<file path="config.mk">
export PLATFORM = sky130hd
export DESIGN_NAME = pll_pair_search
export DESIGN_NICKNAME = d
export VERILOG_FILES = /design/src/rtl/pps_pkg.sv /design/src/rtl/pps_ref_divider.sv /design/src/rtl/pps_quot_stepper.sv /design/src/rtl/pps_best_keeper.sv /design/src/rtl/pll_pair_search.sv
export SDC_FILE = /design/constraint.sdc
export NUM_CORES = 1
export LEC_CHECK = 0
export ABC_CLOCK_PERIOD_IN_PS = 5050
export BUFFER_PORTS_ARGS = -buffer_cell sky130_fd_sc_hd__buf_2
export CORE_UTILIZATION = 40
export CTS_BUF_LIST = sky130_fd_sc_hd__clkbuf_2 sky130_fd_sc_hd__clkbuf_4 sky130_fd_sc_hd__clkbuf_8
export CTS_CLUSTER_DIAMETER = 30
export DETAILED_ROUTE_END_ITERATION = 8
export HOLD_SLACK_MARGIN = 0.06
export PLACE_DENSITY = 0.59
export SYNTH_ARGS = -nofsm -noshare
export SYNTH_HDL_FRONTEND = slang
export SYNTH_SLANG_ARGS = --single-unit
</file>
<file path="constraint.sdc">
create_clock -name clk -period 5.05 [get_ports clk]
set_input_delay 1.01 -clock clk [delete_from_list [all_inputs] [get_ports clk]]
set_output_delay 1.01 -clock clk [all_outputs]
set_load 0.005 [all_outputs]
</file>
<file path="src/rtl/pps_pkg.sv">
`timescale 1ns/1ps
package pps_pkg;
  typedef enum logic [1:0] {
    S_IDLE = 2'd0,
    S_DIV  = 2'd1,
    S_SCAN = 2'd2,
    S_PASS = 2'd3
  } pps_state_t;
endpackage

</file>
<file path="src/rtl/pps_ref_divider.sv">
`timescale 1ns/1ps
// Restoring divider: splits the reference by the current divider, one bit per cycle.
module pps_ref_divider #(
  parameter int DW = 13,
  parameter int VW = 4
) (
  input  logic          clk,
  input  logic          rst,
  input  logic          go,
  input  logic [DW-1:0] dividend,
  input  logic [VW-1:0] divisor,
  output logic          valid,
  output logic [DW-1:0] quo,
  output logic [VW-1:0] rem
);
  localparam int CW = $clog2(DW + 1);

  logic [DW-1:0] shreg;
  logic [VW-1:0] part;
  logic [VW-1:0] dsr;
  logic [CW-1:0] cnt;
  logic          run;
  logic [VW:0]   trial;
  logic          ge;
  logic [VW:0]   nxt;

  always_comb begin
    trial = {part, shreg[DW-1]};
    ge    = trial >= {1'b0, dsr};
    nxt   = ge ? (trial - {1'b0, dsr}) : trial;
  end

  always_ff @(posedge clk) begin
    if (rst) begin
      shreg <= '0;
      part  <= '0;
      dsr   <= '0;
      cnt   <= '0;
      run   <= 1'b0;
      valid <= 1'b0;
    end else begin
      valid <= 1'b0;
      if (go) begin
        shreg <= dividend;
        dsr   <= divisor;
        part  <= '0;
        cnt   <= CW'(DW);
        run   <= 1'b1;
      end else if (run) begin
        shreg <= {shreg[DW-2:0], ge};
        part  <= nxt[VW-1:0];
        cnt   <= cnt - 1'b1;
        if (cnt == CW'(1)) begin
          run   <= 1'b0;
          valid <= 1'b1;
        end
      end
    end
  end

  assign quo = shreg;
  assign rem = part;

  p_valid_pulse_r9: assert property (@(posedge clk) disable iff (rst)
    valid |=> !valid);
  p_rem_below_divisor_r2: assert property (@(posedge clk) disable iff (rst)
    (valid && dsr != '0) |-> (part < dsr));
endmodule

</file>
<file path="src/rtl/pps_quot_stepper.sv">
`timescale 1ns/1ps
// Walks floor(n*ref/m) upward as n increments, using quotient and remainder steps.
module pps_quot_stepper #(
  parameter int FW = 21,
  parameter int DW = 13,
  parameter int VW = 4,
  parameter int NW = 7
) (
  input  logic          clk,
  input  logic          rst,
  input  logic          init,
  input  logic          step,
  input  logic [DW-1:0] q_step,
  input  logic [VW-1:0] r_step,
  input  logic [VW-1:0] m,
  output logic [FW-1:0] q,
  output logic [VW-1:0] r,
  output logic [NW-1:0] n
);
  logic [VW:0] rsum;
  logic        wrap;
  logic [VW:0] rnext;

  always_comb begin
    rsum  = {1'b0, r} + {1'b0, r_step};
    wrap  = rsum >= {1'b0, m};
    rnext = wrap ? (rsum - {1'b0, m}) : rsum;
  end

  always_ff @(posedge clk) begin
    if (rst || init) begin
      q <= '0;
      r <= '0;
      n <= '0;
    end else if (step) begin
      q <= q + FW'(q_step) + FW'(wrap);
      r <= rnext[VW-1:0];
      n <= n + 1'b1;
    end
  end

  p_rem_stays_below_r2: assert property (@(posedge clk) disable iff (rst)
    (step && !init) |=> (r < $past(m)));
  p_quot_monotone_r2: assert property (@(posedge clk) disable iff (rst)
    (step && !init) |=> (q >= $past(q)));
endmodule

</file>
<file path="src/rtl/pps_best_keeper.sv">
`timescale 1ns/1ps
// Holds the best candidate below the target for one reference pass.
module pps_best_keeper #(
  parameter int FW   = 21,
  parameter int MW   = 4,
  parameter int NW   = 7,
  parameter int INIT = 1000000
) (
  input  logic          clk,
  input  logic          rst,
  input  logic          clr,
  input  logic          eval,
  input  logic [FW-1:0] target,
  input  logic [FW-1:0] cand_q,
  input  logic [MW-1:0] cand_m,
  input  logic [NW-1:0] cand_n,
  output logic          found,
  output logic [MW-1:0] best_m,
  output logic [NW-1:0] best_n,
  output logic [FW-1:0] best_f
);
  logic [FW-1:0] best_gap;
  logic          below;
  logic [FW-1:0] gap;
  logic          take;

  always_comb begin
    below = target > cand_q;
    gap   = target - cand_q;
    take  = eval && below && (gap < best_gap);
  end

  always_ff @(posedge clk) begin
    if (rst || clr) begin
      best_gap <= FW'(INIT);
      found    <= 1'b0;
      best_m   <= '0;
      best_n   <= '0;
      best_f   <= '0;
    end else if (take) begin
      best_gap <= gap;
      found    <= 1'b1;
      best_m   <= cand_m;
      best_n   <= cand_n;
      best_f   <= cand_q;
    end
  end

  p_gap_shrinks_r3: assert property (@(posedge clk) disable iff (rst)
    !clr |=> (best_gap <= $past(best_gap)));
  p_kept_below_target_r3: assert property (@(posedge clk) disable iff (rst)
    (!clr && take) |=> (found && best_f < $past(target)));
endmodule

</file>
<file path="src/rtl/pll_pair_search.sv">
`timescale 1ns/1ps
module pll_pair_search #(
  parameter int M_MIN     = 1,
  parameter int M_MAX     = 15,
  parameter int N_MIN     = 9,
  parameter int N_MAX     = 127,
  parameter int REF_LO    = 3000,
  parameter int REF_HI    = 6000,
  parameter int F_W       = 21,
  parameter int BEST_INIT = 1000000,
  localparam int M_W      = $clog2(M_MAX + 1),
  localparam int N_W      = $clog2(N_MAX + 1)
) (
  input  logic           clk,
  input  logic           rst,
  input  logic           start,
  input  logic [F_W-1:0] target_khz,
  output logic           busy,
  output logic           done,
  output logic           fail,
  output logic           dbl_ref,
  output logic [M_W-1:0] div_m,
  output logic [M_W-1:0] div_field,
  output logic [N_W-1:0] mul_n,
  output logic [F_W-1:0] freq_khz
);
  import pps_pkg::*;

  localparam int R_W = $clog2(REF_HI + 1);

  pps_state_t     state;
  logic           hi_pass;
  logic [M_W-1:0] m_cur;
  logic [F_W-1:0] target_q;

  logic           lo_found;
  logic [M_W-1:0] lo_m;
  logic [N_W-1:0] lo_n;
  logic [F_W-1:0] lo_f;

  logic           accept, last_n, scan_end, more_m, pass_flip;
  logic           div_go, st_init, st_step, kp_eval, kp_clr, hi_take;
  logic [M_W-1:0] div_m_in;
  logic [R_W-1:0] div_ref_in;

  logic           dv_valid;
  logic [R_W-1:0] dv_quo;
  logic [M_W-1:0] dv_rem;
  logic [F_W-1:0] st_q;
  logic [M_W-1:0] st_r;
  logic [N_W-1:0] st_n;
  logic           kp_found;
  logic [M_W-1:0] kp_m;
  logic [N_W-1:0] kp_n;
  logic [F_W-1:0] kp_f;

  always_comb begin
    accept     = (state == S_IDLE) && start;
    last_n     = st_n == N_W'(N_MAX);
    scan_end   = (state == S_SCAN) && last_n;
    more_m     = m_cur != M_W'(M_MAX);
    pass_flip  = (state == S_PASS) && !hi_pass;
    div_go     = accept || (scan_end && more_m) || pass_flip;
    div_m_in   = (scan_end && more_m) ? (m_cur + 1'b1) : M_W'(M_MIN);
    if (accept)         div_ref_in = R_W'(REF_LO);
    else if (pass_flip) div_ref_in = R_W'(REF_HI);
    else                div_ref_in = hi_pass ? R_W'(REF_HI) : R_W'(REF_LO);
    st_init    = (state == S_DIV) && dv_valid;
    st_step    = (state == S_SCAN) && !last_n;
    kp_eval    = (state == S_SCAN) && (st_n >= N_W'(N_MIN));
    kp_clr     = accept || pass_flip;
    hi_take    = kp_found && (!lo_found || (kp_f > lo_f));
  end

  assign busy = state != S_IDLE;

  pps_ref_divider #(.DW(R_W), .VW(M_W)) u_div (
    .clk(clk), .rst(rst), .go(div_go),
    .dividend(div_ref_in), .divisor(div_m_in),
    .valid(dv_valid), .quo(dv_quo), .rem(dv_rem)
  );

  pps_quot_stepper #(.FW(F_W), .DW(R_W), .VW(M_W), .NW(N_W)) u_step (
    .clk(clk), .rst(rst), .init(st_init), .step(st_step),
    .q_step(dv_quo), .r_step(dv_rem), .m(m_cur),
    .q(st_q), .r(st_r), .n(st_n)
  );

  pps_best_keeper #(.FW(F_W), .MW(M_W), .NW(N_W), .INIT(BEST_INIT)) u_keep (
    .clk(clk), .rst(rst), .clr(kp_clr), .eval(kp_eval),
    .target(target_q), .cand_q(st_q), .cand_m(m_cur), .cand_n(st_n),
    .found(kp_found), .best_m(kp_m), .best_n(kp_n), .best_f(kp_f)
  );

  always_ff @(posedge clk) begin
    if (rst) begin
      state     <= S_IDLE;
      hi_pass   <= 1'b0;
      m_cur     <= '0;
      target_q  <= '0;
      lo_found  <= 1'b0;
      lo_m      <= '0;
      lo_n      <= '0;
      lo_f      <= '0;
      done      <= 1'b0;
      fail      <= 1'b0;
      dbl_ref   <= 1'b0;
      div_m     <= '0;
      div_field <= '0;
      mul_n     <= '0;
      freq_khz  <= '0;
    end else begin
      done <= 1'b0;
      unique case (state)
        S_IDLE: if (start) begin
          target_q <= target_khz;
          hi_pass  <= 1'b0;
          m_cur    <= div_m_in;
          state    <= S_DIV;
        end
        S_DIV: if (dv_valid) state <= S_SCAN;
        S_SCAN: if (last_n) begin
          if (more_m) begin
            m_cur <= div_m_in;
            state <= S_DIV;
          end else begin
            state <= S_PASS;
          end
        end
        S_PASS: begin
          if (!hi_pass) begin
            lo_found <= kp_found;
            lo_m     <= kp_m;
            lo_n     <= kp_n;
            lo_f     <= kp_f;
            hi_pass  <= 1'b1;
            m_cur    <= div_m_in;
            state    <= S_DIV;
          end else begin
            done  <= 1'b1;
            state <= S_IDLE;
            if (hi_take) begin
              fail      <= 1'b0;
              dbl_ref   <= 1'b1;
              div_m     <= kp_m;
              div_field <= kp_m - 1'b1;
              mul_n     <= kp_n;
              freq_khz  <= kp_f;
            end else if (lo_found) begin
              fail      <= 1'b0;
              dbl_ref   <= 1'b0;
              div_m     <= lo_m;
              div_field <= lo_m - 1'b1;
              mul_n     <= lo_n;
              freq_khz  <= lo_f;
            end else begin
              fail      <= 1'b1;
              dbl_ref   <= 1'b0;
              div_m     <= '0;
              div_field <= '0;
              mul_n     <= '0;
              freq_khz  <= '0;
            end
          end
        end
        default: state <= S_IDLE;
      endcase
    end
  end

  p_done_single_r8: assert property (@(posedge clk) disable iff (rst)
    done |=> !done);
  p_results_hold_r8: assert property (@(posedge clk) disable iff (rst)
    !done |-> $stable({fail, dbl_ref, div_m, div_field, mul_n, freq_khz}));
  p_range_r1: assert property (@(posedge clk) disable iff (rst)
    (done && !fail) |-> (div_m >= M_W'(M_MIN) && div_m <= M_W'(M_MAX) &&
                         mul_n >= N_W'(N_MIN) && mul_n <= N_W'(N_MAX)));
  p_fail_zeroed_r5: assert property (@(posedge clk) disable iff (rst)
    (done && fail) |-> (div_m == '0 && mul_n == '0 && freq_khz == '0 && !dbl_ref));
  p_target_held_r7: assert property (@(posedge clk) disable iff (rst)
    (busy && start) |=> (target_q == $past(target_q)));
  p_below_target_r3: assert property (@(posedge clk) disable iff (rst)
    (done && !fail) |-> (freq_khz < target_q));
endmodule

</file>
== After elaboration in Yosys (flattened, before gate mapping) ==
Cells that the tools add are included.

* Register bits: 213
* Bits in latches: 0
* Memory bits (writable): 0
* ROM bits: 0
* Input port bits: 24
* Output and inout port bits: 40
* Logic and storage cells: 133
* Memories: 0

* Add/sub/neg operators: 11
* Multipliers: 0
* Divide/modulo/power cells: 0
* Order comparisons: 6
* Eq/ne operators: 11
* Shift operators: 0
* Muxes and demuxes: 39
* Bitwise gates (word level): 3
* Reduce and logical (&&, ||, !) cells: 33

{| class="wikitable"
|+ Operators by type and width
! kind !! number
|-
| $mux 13 || 5
|-
| $mux 4 || 13
|-
| $gt 21x21->1 || 2
|-
| $mux 21 || 2
|-
| $add 21x1->21 || 1
|-
| $add 21x13->21 || 1
|-
| $lt 21x21->1 || 1
|-
| $sub 21x21->21 || 1
|-
| $mux 7 || 2
|-
| $pmux 4 s3 || 1
|-
| $sub 4x1->4 const B || 3
|-
| $ge 5x4->1 || 2
|-
| $logic_and 1x1->1 || 10
|-
| $mux 1 || 10
|-
| $mux 2 || 4
|-
| $ne 2x2->1 const B || 4
|-
| $pmux 2 s4 || 1
|-
| $reduce_and 2->1 || 4
|-
| $sub 4x4->4 || 2
|-
| $add 7x1->7 const B || 1
|-
| $eq 7x7->1 const B || 1
|-
| $ge 7x4->1 const B || 1
|-
| $logic_or 1x1->1 || 6
|-
| $reduce_bool 2->1 || 3
|-
| other kinds (16) || 22
|}

== Longest topological paths before layout ==
Gate-level depths: netlist of the first run.

* Depth after elaboration: 7
* Gate-level depth with buffers: 23
* Depth with buffers taken out: 21

== Cells and area by module ==
A second synthesis of the first run with hierarchy kept.

* Cells, all modules: 1574
* Area, all modules: 12354.3 µm²

{| class="wikitable"
|+ By module, submodules not included
! module !! instances !! cells each !! area each (µm²) !! sequential area each (µm²)
|-
| pll_pair_search || 1 || 614 || 4780.8 || 2001.9
|-
| pps_best_keeper || 1 || 518 || 3910.0 || 1081.0
|-
| pps_quot_stepper || 1 || 281 || 2293.4 || 640.6
|-
| pps_ref_divider || 1 || 161 || 1370.1 || 540.5
|}

== Least setup slack after synthesis of the first run ==
Ideal clock, no wire load.

* Kind: reg2reg
* Start point: reg u_step.q[0]
* End point: reg u_keep.best_gap[16]
* Setup time: 135 ps
* Arrival: 4138 ps
* Data required time: 4915 ps
* Setup slack: 777 ps
* Stages on the path, launching flop included: 23
* Clock period less this slack: 4273 ps
* Cell sequence: dfxtp_1 -> ha_1 -> inv_1 -> fa_1 -> a211oi_1 -> o21ai_1 -> a31oi_1 -> nor4_1 -> or3_1 -> a31oi_1 -> xor2_1 -> inv_1 -> ha_1 -> a21oi_1 -> nor2b_1 -> o21ai_0 -> nand3_1 -> nor4_1 -> o311ai_4 -> buf_6 -> buf_8 -> mux2i_1 -> nand2_1

* Longest elaborated chain between the ends: 3
* Elaborated cells on any way between the ends: 5

{| class="wikitable"
|+ Ends and longest elaborated chain
! what !! line !! text
|-
| start: declaration || pps_quot_stepper.sv:16 || <nowiki>output logic [FW-1:0] q,</nowiki>
|-
| start signal: assignment || pps_quot_stepper.sv:36 || <nowiki>q <= q + FW'(q_step) + FW'(wrap);</nowiki>
|-
| $sub 21x21->21 || pps_best_keeper.sv:29 || <nowiki>gap = target - cand_q;</nowiki>
|-
| named net u_keep.gap[18] || pps_best_keeper.sv:24 || <nowiki>logic [FW-1:0] gap;</nowiki>
|-
| $lt 21x21->1 || pps_best_keeper.sv:30 || <nowiki>take = eval && below && (gap < best_gap);</nowiki>
|-
| $logic_and 1x1->1 || pps_best_keeper.sv:30 ||
|-
| end signal: assignment || pps_best_keeper.sv:35 || <nowiki>best_gap <= FW'(INIT);</nowiki>
|-
| end signal: assignment || pps_best_keeper.sv:41 || <nowiki>best_gap <= gap;</nowiki>
|-
| end: declaration || pps_best_keeper.sv:22 || <nowiki>logic [FW-1:0] best_gap;</nowiki>
|}

The timed path passes the listed nets, and every way through them passes these cells.
A chain may end at the register's enable or synchronous reset.

== Worst setup path after layout of the first run ==
* Start point: reg u_div.part[0] (netlist: u_div.rem[0])
* End point: reg u_step.q[20]

* Longest elaborated chain between the ends: 3

{| class="wikitable"
|+ Ends and longest elaborated chain
! what !! line !! text
|-
| start: declaration || pps_ref_divider.sv:19 || <nowiki>logic [VW-1:0] part;</nowiki>
|-
| start signal: assignment || pps_ref_divider.sv:51 || <nowiki>part <= nxt[VW-1:0];</nowiki>
|-
| $add 4x4->5 || pps_quot_stepper.sv:25 || <nowiki>rsum = {1'b0, r} + {1'b0, r_step};</nowiki>
|-
| $ge 5x4->1 || pps_quot_stepper.sv:26 || <nowiki>wrap = rsum >= {1'b0, m};</nowiki>
|-
| $add 21x1->21 || pps_quot_stepper.sv:36 ||
|}

No other way between the ends.

==> results.cfg, run 1 <==
[finish]
layout.nets = 1624
register_area_sq_um = 4260
stdcell_count = 1918
multiInputGateArea_sq_um = 6640
number_of_fill_cells = 2782
post-route-util_pct = 48.3
final_layout_size_suffix_gt1_share_pct = 13.4
final_design_area_no_fill_sq_um = 13600
area.growth.synth_to_final_pct = 17.4
antenna_cells_inserted = 0

[sta]
final_hold_viol_count = 0
whs_ns = 0.454
finalWorstPathRequiredPeriod_ns = 4.61
setup_slack_ns = 0.439
unrepaired_setup_endpoints_after_global_routing = no
fin_setup_tns_ns = 0
worst_clock_skew_ns = 0.0274
fmax_mhz = 217
slew_headroom_pct = 24.5
worst_slew_pin_tran_ns = 1.13
number_of_failing_setup_endpoints_in_the_final_timing_report = 0
fin_crit_sh_pct = 91.3
slew_violations = 0

[clock_network]
postCtsResizedCells = 0
max-clock-path-buffers = 3
clock_sinks = 213
hold_buffers = 0
htree_num_levels = 2
path_clk_slew_ns = 0.05
clock_tree.root_cell = clkbuf_8
tritoncts_buffers = 54
cts.repair_timing.setup_buffer_count = 0
cts_tree = yes
clk_latency_ns = 0.59

[drt]
routed_wire_length_microns = 29200
initialDrtViolationCount = 592
drt-wirelength-per-cell_microns = 15.2
detail_route.vias_per_cell = 5.21
first_pass_iters = 5
antenna_violating_nets_post_route = 0
detailed_route_via_count = 9995
drc = 0

[logic_synthesis]
synthDominantCellAreaShare_pct = 36.8
synth.area.mux_share_pct = 5.80
yosys_most_used_dff = dfxtp_1
yosysWarningCount = 0
post-synth-top-area-cell = dfxtp_1
synth_instances = 1429
yosys-top-cells-count = dfxtp_1, nand2_1, a21oi_1
synth.yosys.seq_area_share_pct = 36.8
synth.most_common_cell = dfxtp_1
ranking_of_synthesized_cells_by_area = dfxtp_1, ha_1, nand2_1
synth.avg_cell_area_sq_um = 8.11
synth_fa_ha_area_share_pct = 11.6
synth_simple_gate_area_share_pct = 21.8
combinational_family_with_the_most_area_after_synthesis = simple AND/OR/NAND/NOR gates
yosys.area_share.xor_xnor_pct = 3.25
ys_types = 64
synth.ff_latch_count = 213
synthesis.area_sq_um = 11600
synth_compound_gate_area_share_pct = 14.7
synth_enable_flop_cells = 0
async_flop_share_pct = 0
synth.net_count = 1557

[placed_design]
dp_cells = 1818
placement.cell_area_sq_um = 12200
pre_cts_ws_ns = 0.458
portBuffers = 63
gpl.final_weighted_congestion = 0.895
detailed_place_hpwl_microns = 20200

[global_route]
grt_antenna_before_repair = 0
grt-ovfl-total = 0
gr-usage-all-layers_pct = 20.2
grt_pass1_vias = 9359
largest_net_degree_at_the_start_of_global_routing = 73
first_pass_grt_wire_length_microns = 48100

[setup_path]
critical_path_end_type = flop
worst-endpoint-arrival_ns = 5.10
crit_type = flop to flop
cp_data_required_time_ns = 5.54
cp_max_fo = 8
worstSetupStartpointType = flop

[floorplanning]
die_h_microns = 172
fp.dieW_microns = 172
floorplan.initialDensity_pct = 41.1
die_area_sq_um = 29600
top_level_ports = 64
placementRows = 61
core_region_area_sq_um = 28200

[flow_run]
max_cap_violations = 0

[power]
power.leakage_nw = 5.79
vdd_drop_max_mv = 0.220
power-per-cell-area_nw_per_um2 = 485
power.total_mw = 6.59

[hold_path]
timing.hold.worst.class = flop to flop

[run_status]
run_status = completed
## critical path, stage by stage (launching register included)
cell     delay, ns
dfxtp_1       0.41
ha_1          0.22
fa_1          0.48
ha_1          0.34
a21o_1        0.12
a21o_1        0.16
a31o_2        0.11
a21oi_1       0.07
buf_4         0.17
fa_1          0.40
fa_1          0.42
nor2b_1       0.13
o21a_1        0.13
o21ai_1       0.10
a21oi_1       0.29
a311o_1       0.24
a31oi_1       0.10
buf_4         0.17
or3_1         0.34
a21oi_1       0.13
## flip-flops by register name (all words and copies together) (netlist names), 2 cells and up
register	cells
m_cur	4
u_div.quo	13
freq_khz	21
lo_m	4
u_keep.best_f	21
lo_f	21
u_keep.best_m	4
lo_n	7
mul_n	7
u_div.rem	4
div_m	4
state	2
target_q	21
u_step.n	7
u_div.dsr	4
u_step.r	4
u_keep.best_gap	21
u_keep.best_n	7
u_step.q	21
div_field	4
u_div.cnt	4
## area by class of cell
type	instances	area share [%]
Multi-Input combinational cell	1044	48.9
Sequential cell	213	31.4
Clock buffer	67	6.55
Timing Repair Buffer	85	3.64
Tap cell	378	3.48
Clock inverter	33	3.40
Inverter	98	2.71
## placed cells by master (no fill, tap or decap), drive strengths merged, types with 6 or more instances in the layout
cell	instances
a211oi	17
a21o	22
a21oi	140
a311oi	6
a31oi	6
and3	28
buf	85
bufinv	10
clkbuf	67
clkinv	10
clkinvlp	12
dfxtp	213
fa	6
ha	98
inv	99
mux2i	66
nand2	207
nand2b	7
nand3	29
nand4	15
nor2	137
nor2b	8
nor3	49
nor4	32
o21a	11
o21ai	40
or2	10
or3	16
xnor2	23
xor2	20
## power by group
group,internal (mW),switching [mW]
Sequential,1.80,0.126
Combinational,0.841,1.23
Clock,1.69,0.908
Total,4.33,2.26
## cell families after synthesis
group	count (synthesis)
AOI/OAI and AO/OA	279
xor gates and xnor gates	43
adders and majority gates	104
buffers and inverters	172
DFF	213
muxes	67
and+or+nand+nor	551
## per-layer routing
metal,up-vias,share of wire (%),global-route usage (%)
li1,5100,-,-
met1,4619,49,27.5
met2,227,44,31.7
met3,49,5.4,4.17
met4,0,2.1,6.85
met5,-,0,0
## path summary, 6_finish.rpt
check	slack [ns]	cells after the start	startpoint	end
max	0.44	19	u_div.rem[0]	u_step.q[20]
min reg2reg	0.45	2	lo_n[0]	lo_n[0]
min	0.45	2	lo_n[0]	lo_n[0]
max reg2reg	0.44	19	u_div.rem[0]	u_step.q[20]
Power figures use the tool's default switching activity.
==> inputs of run 2 (changes only) <==
--- a/config.mk
+++ b/config.mk
@@ -7,6 +7,7 @@
 export LEC_CHECK = 0
 export ABC_CLOCK_PERIOD_IN_PS = 5050
 export BUFFER_PORTS_ARGS = -buffer_cell sky130_fd_sc_hd__buf_2
+export CORE_MARGIN = 4
 export CORE_UTILIZATION = 40
 export CTS_BUF_LIST = sky130_fd_sc_hd__clkbuf_2 sky130_fd_sc_hd__clkbuf_4 sky130_fd_sc_hd__clkbuf_8
 export CTS_CLUSTER_DIAMETER = 30
==> run 2 against run 1 <==
  * Final cell count is 0.21% lower
  * Setup slack lost 0.045 ns
  * Die area increased by 7.1%
  * Sequential power about the same
  * Flip-flop and latch count unchanged
  * Count of clock-buffer cells in the layout is 7 higher
  * Utilization down 1.5 points
  * Wire length is 0.28% higher
  * Clock skew up 0.0016 ns
  * Combinational power about the same
  * Critical endpoint is now u_keep.best_m[2]
  * Largest power group unchanged
==> results.cfg, run 2 (synthesis gave the netlist of run 1 again) <==
[run_status]
run_status = completed

[placed_design]
dp_cells = 1822
portBuffers = 63
detailed_place_hpwl_microns = 20400
gpl.final_weighted_congestion = 0.918

[sta]
finalWorstPathRequiredPeriod_ns = 4.66
worst_clock_skew_ns = 0.0290
worst_slew_pin_tran_ns = 1.16
final_hold_viol_count = 0
fin_setup_tns_ns = 0
fmax_mhz = 215
unrepaired_setup_endpoints_after_global_routing = no
slew_headroom_pct = 22.9
slew_violations = 0
number_of_failing_setup_endpoints_in_the_final_timing_report = 0
fin_crit_sh_pct = 92.2

[clock_network]
tritoncts_buffers = 50
clock_sinks = 213
max-clock-path-buffers = 3
clk_latency_ns = 0.57
htree_num_levels = 2
cts_tree = yes
path_clk_slew_ns = 0.05
clock_tree.root_cell = clkbuf_8
hold_buffers = 0

[finish]
layout_commonest_cell = dfxtp_1
multiInputGateArea_sq_um = 6650
layout.nets = 1620
stdcell_count = 1914
register_area_sq_um = 4260
post-route-util_pct = 46.8
number_of_fill_cells = 2822
final_layout_size_suffix_gt1_share_pct = 12.9
area.growth.synth_to_final_pct = 15.7
layout_common_cells = dfxtp_1, nand2_1, a21oi_1, nor2_1
antenna_cells_inserted = 0

[drt]
antenna_violating_nets_post_route = 0
initialDrtViolationCount = 703
first_pass_iters = 5
detail_route.vias_per_cell = 5.22
drt-wirelength-per-cell_microns = 15.3
drc = 0
routed_wire_length_microns = 29200
detailed_route_via_count = 9998

[power]
power_frac_comb_pct = 33.3
power-per-cell-area_nw_per_um2 = 462
power.leakage_nw = 5.73
pwr-share-seq_pct = 31.2
power.switching_fraction_pct = 34.8
p_sw_mw = 2.15
intPower_mw = 4.03
clock_power_share_pct = 35.6
vdd_drop_max_mv = 0.180

[floorplanning]
top_level_ports = 64
die_h_microns = 178
die_area_sq_um = 31700
placementRows = 62
fp.dieW_microns = 178
core_region_area_sq_um = 28600
floorplan.initialDensity_pct = 40.5

[hold_path]
min-delay-start = lo_n[2]
worstHoldEndpoint = lo_n[2]
timing.hold.worst.class = flop to flop
worst_hold_path_cell_count = 2

[setup_path]
worst-endpoint-arrival_ns = 5.07
critical_path_end_type = flop
crit_type = flop to flop
worstSetupStartpointType = flop
cp_data_required_time_ns = 5.47
reg2reg_from = u_step.q[0]
cp_max_fo = 35
max_stage_delay_ns = 0.43
reg2regPathDepth = 21
critical_path.cell_chain = ha_1, inv_1, fa_1, a211oi_2, o21ai_1, a31oi_1, nor4_1, or3_1, a31oi_1, xor2_1, inv_1, ha_1, a21oi_1, nor2b_1, o21ai_0, nand3_1, nor4_2, o311ai_4, buf_12, mux2i_1, nor2_1
critical_path.reg2reg.endpoint = u_keep.best_m[2]
setup.reg_to_reg.worst_slack_ns = 0.39
crit_path_top_delay_cell = fa_1

[global_route]
grt_pass1_vias = 9424
grt_antenna_before_repair = 0
gr-usage-all-layers_pct = 18.4
largest_net_degree_at_the_start_of_global_routing = 71
grt-ovfl-total = 0
first_pass_grt_wire_length_microns = 48400

[flow_run]
max_cap_violations = 0
==> run 2: cell types whose count changed in the layout (fill, tap and decap cells not counted), sizes merged <==
| cell | previous run | this run |
|---|---|---|
| clkinvlp | 12 | 1 |
| bufinv | 10 | 4 |
| clkinv | 10 | 9 |
| clkbuf | 67 | 74 |
| inv | 99 | 100 |
==> run 2: routing by layer <==
metal | track usage, % | share of wire (%) | up-vias
met5 | 0 | 0 | -
met4 | 5.15 | 2.1 | 0
met3 | 2.92 | 4.1 | 54
met2 | 29.6 | 44 | 214
met1 | 25.7 | 49 | 4648
li1 | - | - | 5082
==> run 2: layout make-up <==
class | count | area share, %
clock buffer | 74 | 6.99
clock inverter | 16 | 1.44
multi-input combinational | 1044 | 49.6
timing repair buffer | 85 | 3.79
tap | 384 | 3.59
inverter | 98 | 2.75
sequential | 213 | 31.8
==> run 2: power by group through the flow <==
stage / combinational [mW] / sequential (mW) / clock, mW
2_1_floorplan: 1.57 / 1.91 / 0
3_3_place_gp: 2.02 / 1.96 / 0
3_5_place_dp: 2.04 / 1.96 / 0
4_1_cts: 2.06 / 1.93 / 2.26
5_1_grt: 2.33 / 1.95 / 2.35
6_report: 2.06 / 1.93 / 2.20
==> run 2: timing repair <==
action,CTS,global route
hold endpoints to repair,0,0
resized for setup,0,2
buffers inserted,0,2
setup endpoints to repair,0,50
==> run 2: metrics by stage <==
step	worst slack, ns	power [mW]	cell area, sq um	hold slack (ns)
finish	0.395	6.19	13400	0.453
global route	0.0200	6.62	13400	0.466
CTS	0.123	6.24	13400	0.454
detailed placement	0.207	4.00	12200	0.447
global placement	0.323	3.98	12200	0.442
floorplan	0.777	3.48	11600	0.436
==> run 2: worst max-delay path, delay by kind of cell (launching register included) <==
family	cells	cell delay, ns
AO/OA/AOI/OAI	7	1.44
AND/OR/NAND/NOR	6	0.93
adder cells (fa/ha/maj)	3	0.92
buffers and inverters	3	0.39
flip-flops	1	0.38
XOR/XNOR	1	0.23
multiplexers	1	0.17
==> run 2: worst max-delay path by stage <==
stage / startpoint / endpoint / slack (ns)
floorplan: u_step.q[0] / u_keep.best_gap[16] / 0.78
global placement: u_step.q[0] / u_keep.best_gap[19] / 0.32
detailed placement: u_step.q[0] / u_keep.best_m[2] / 0.21
CTS: u_step.q[0] / u_keep.best_m[2] / 0.12
global route: u_step.q[0] / u_keep.best_m[3] / 0.02
finish: u_step.q[0] / u_keep.best_m[2] / 0.39
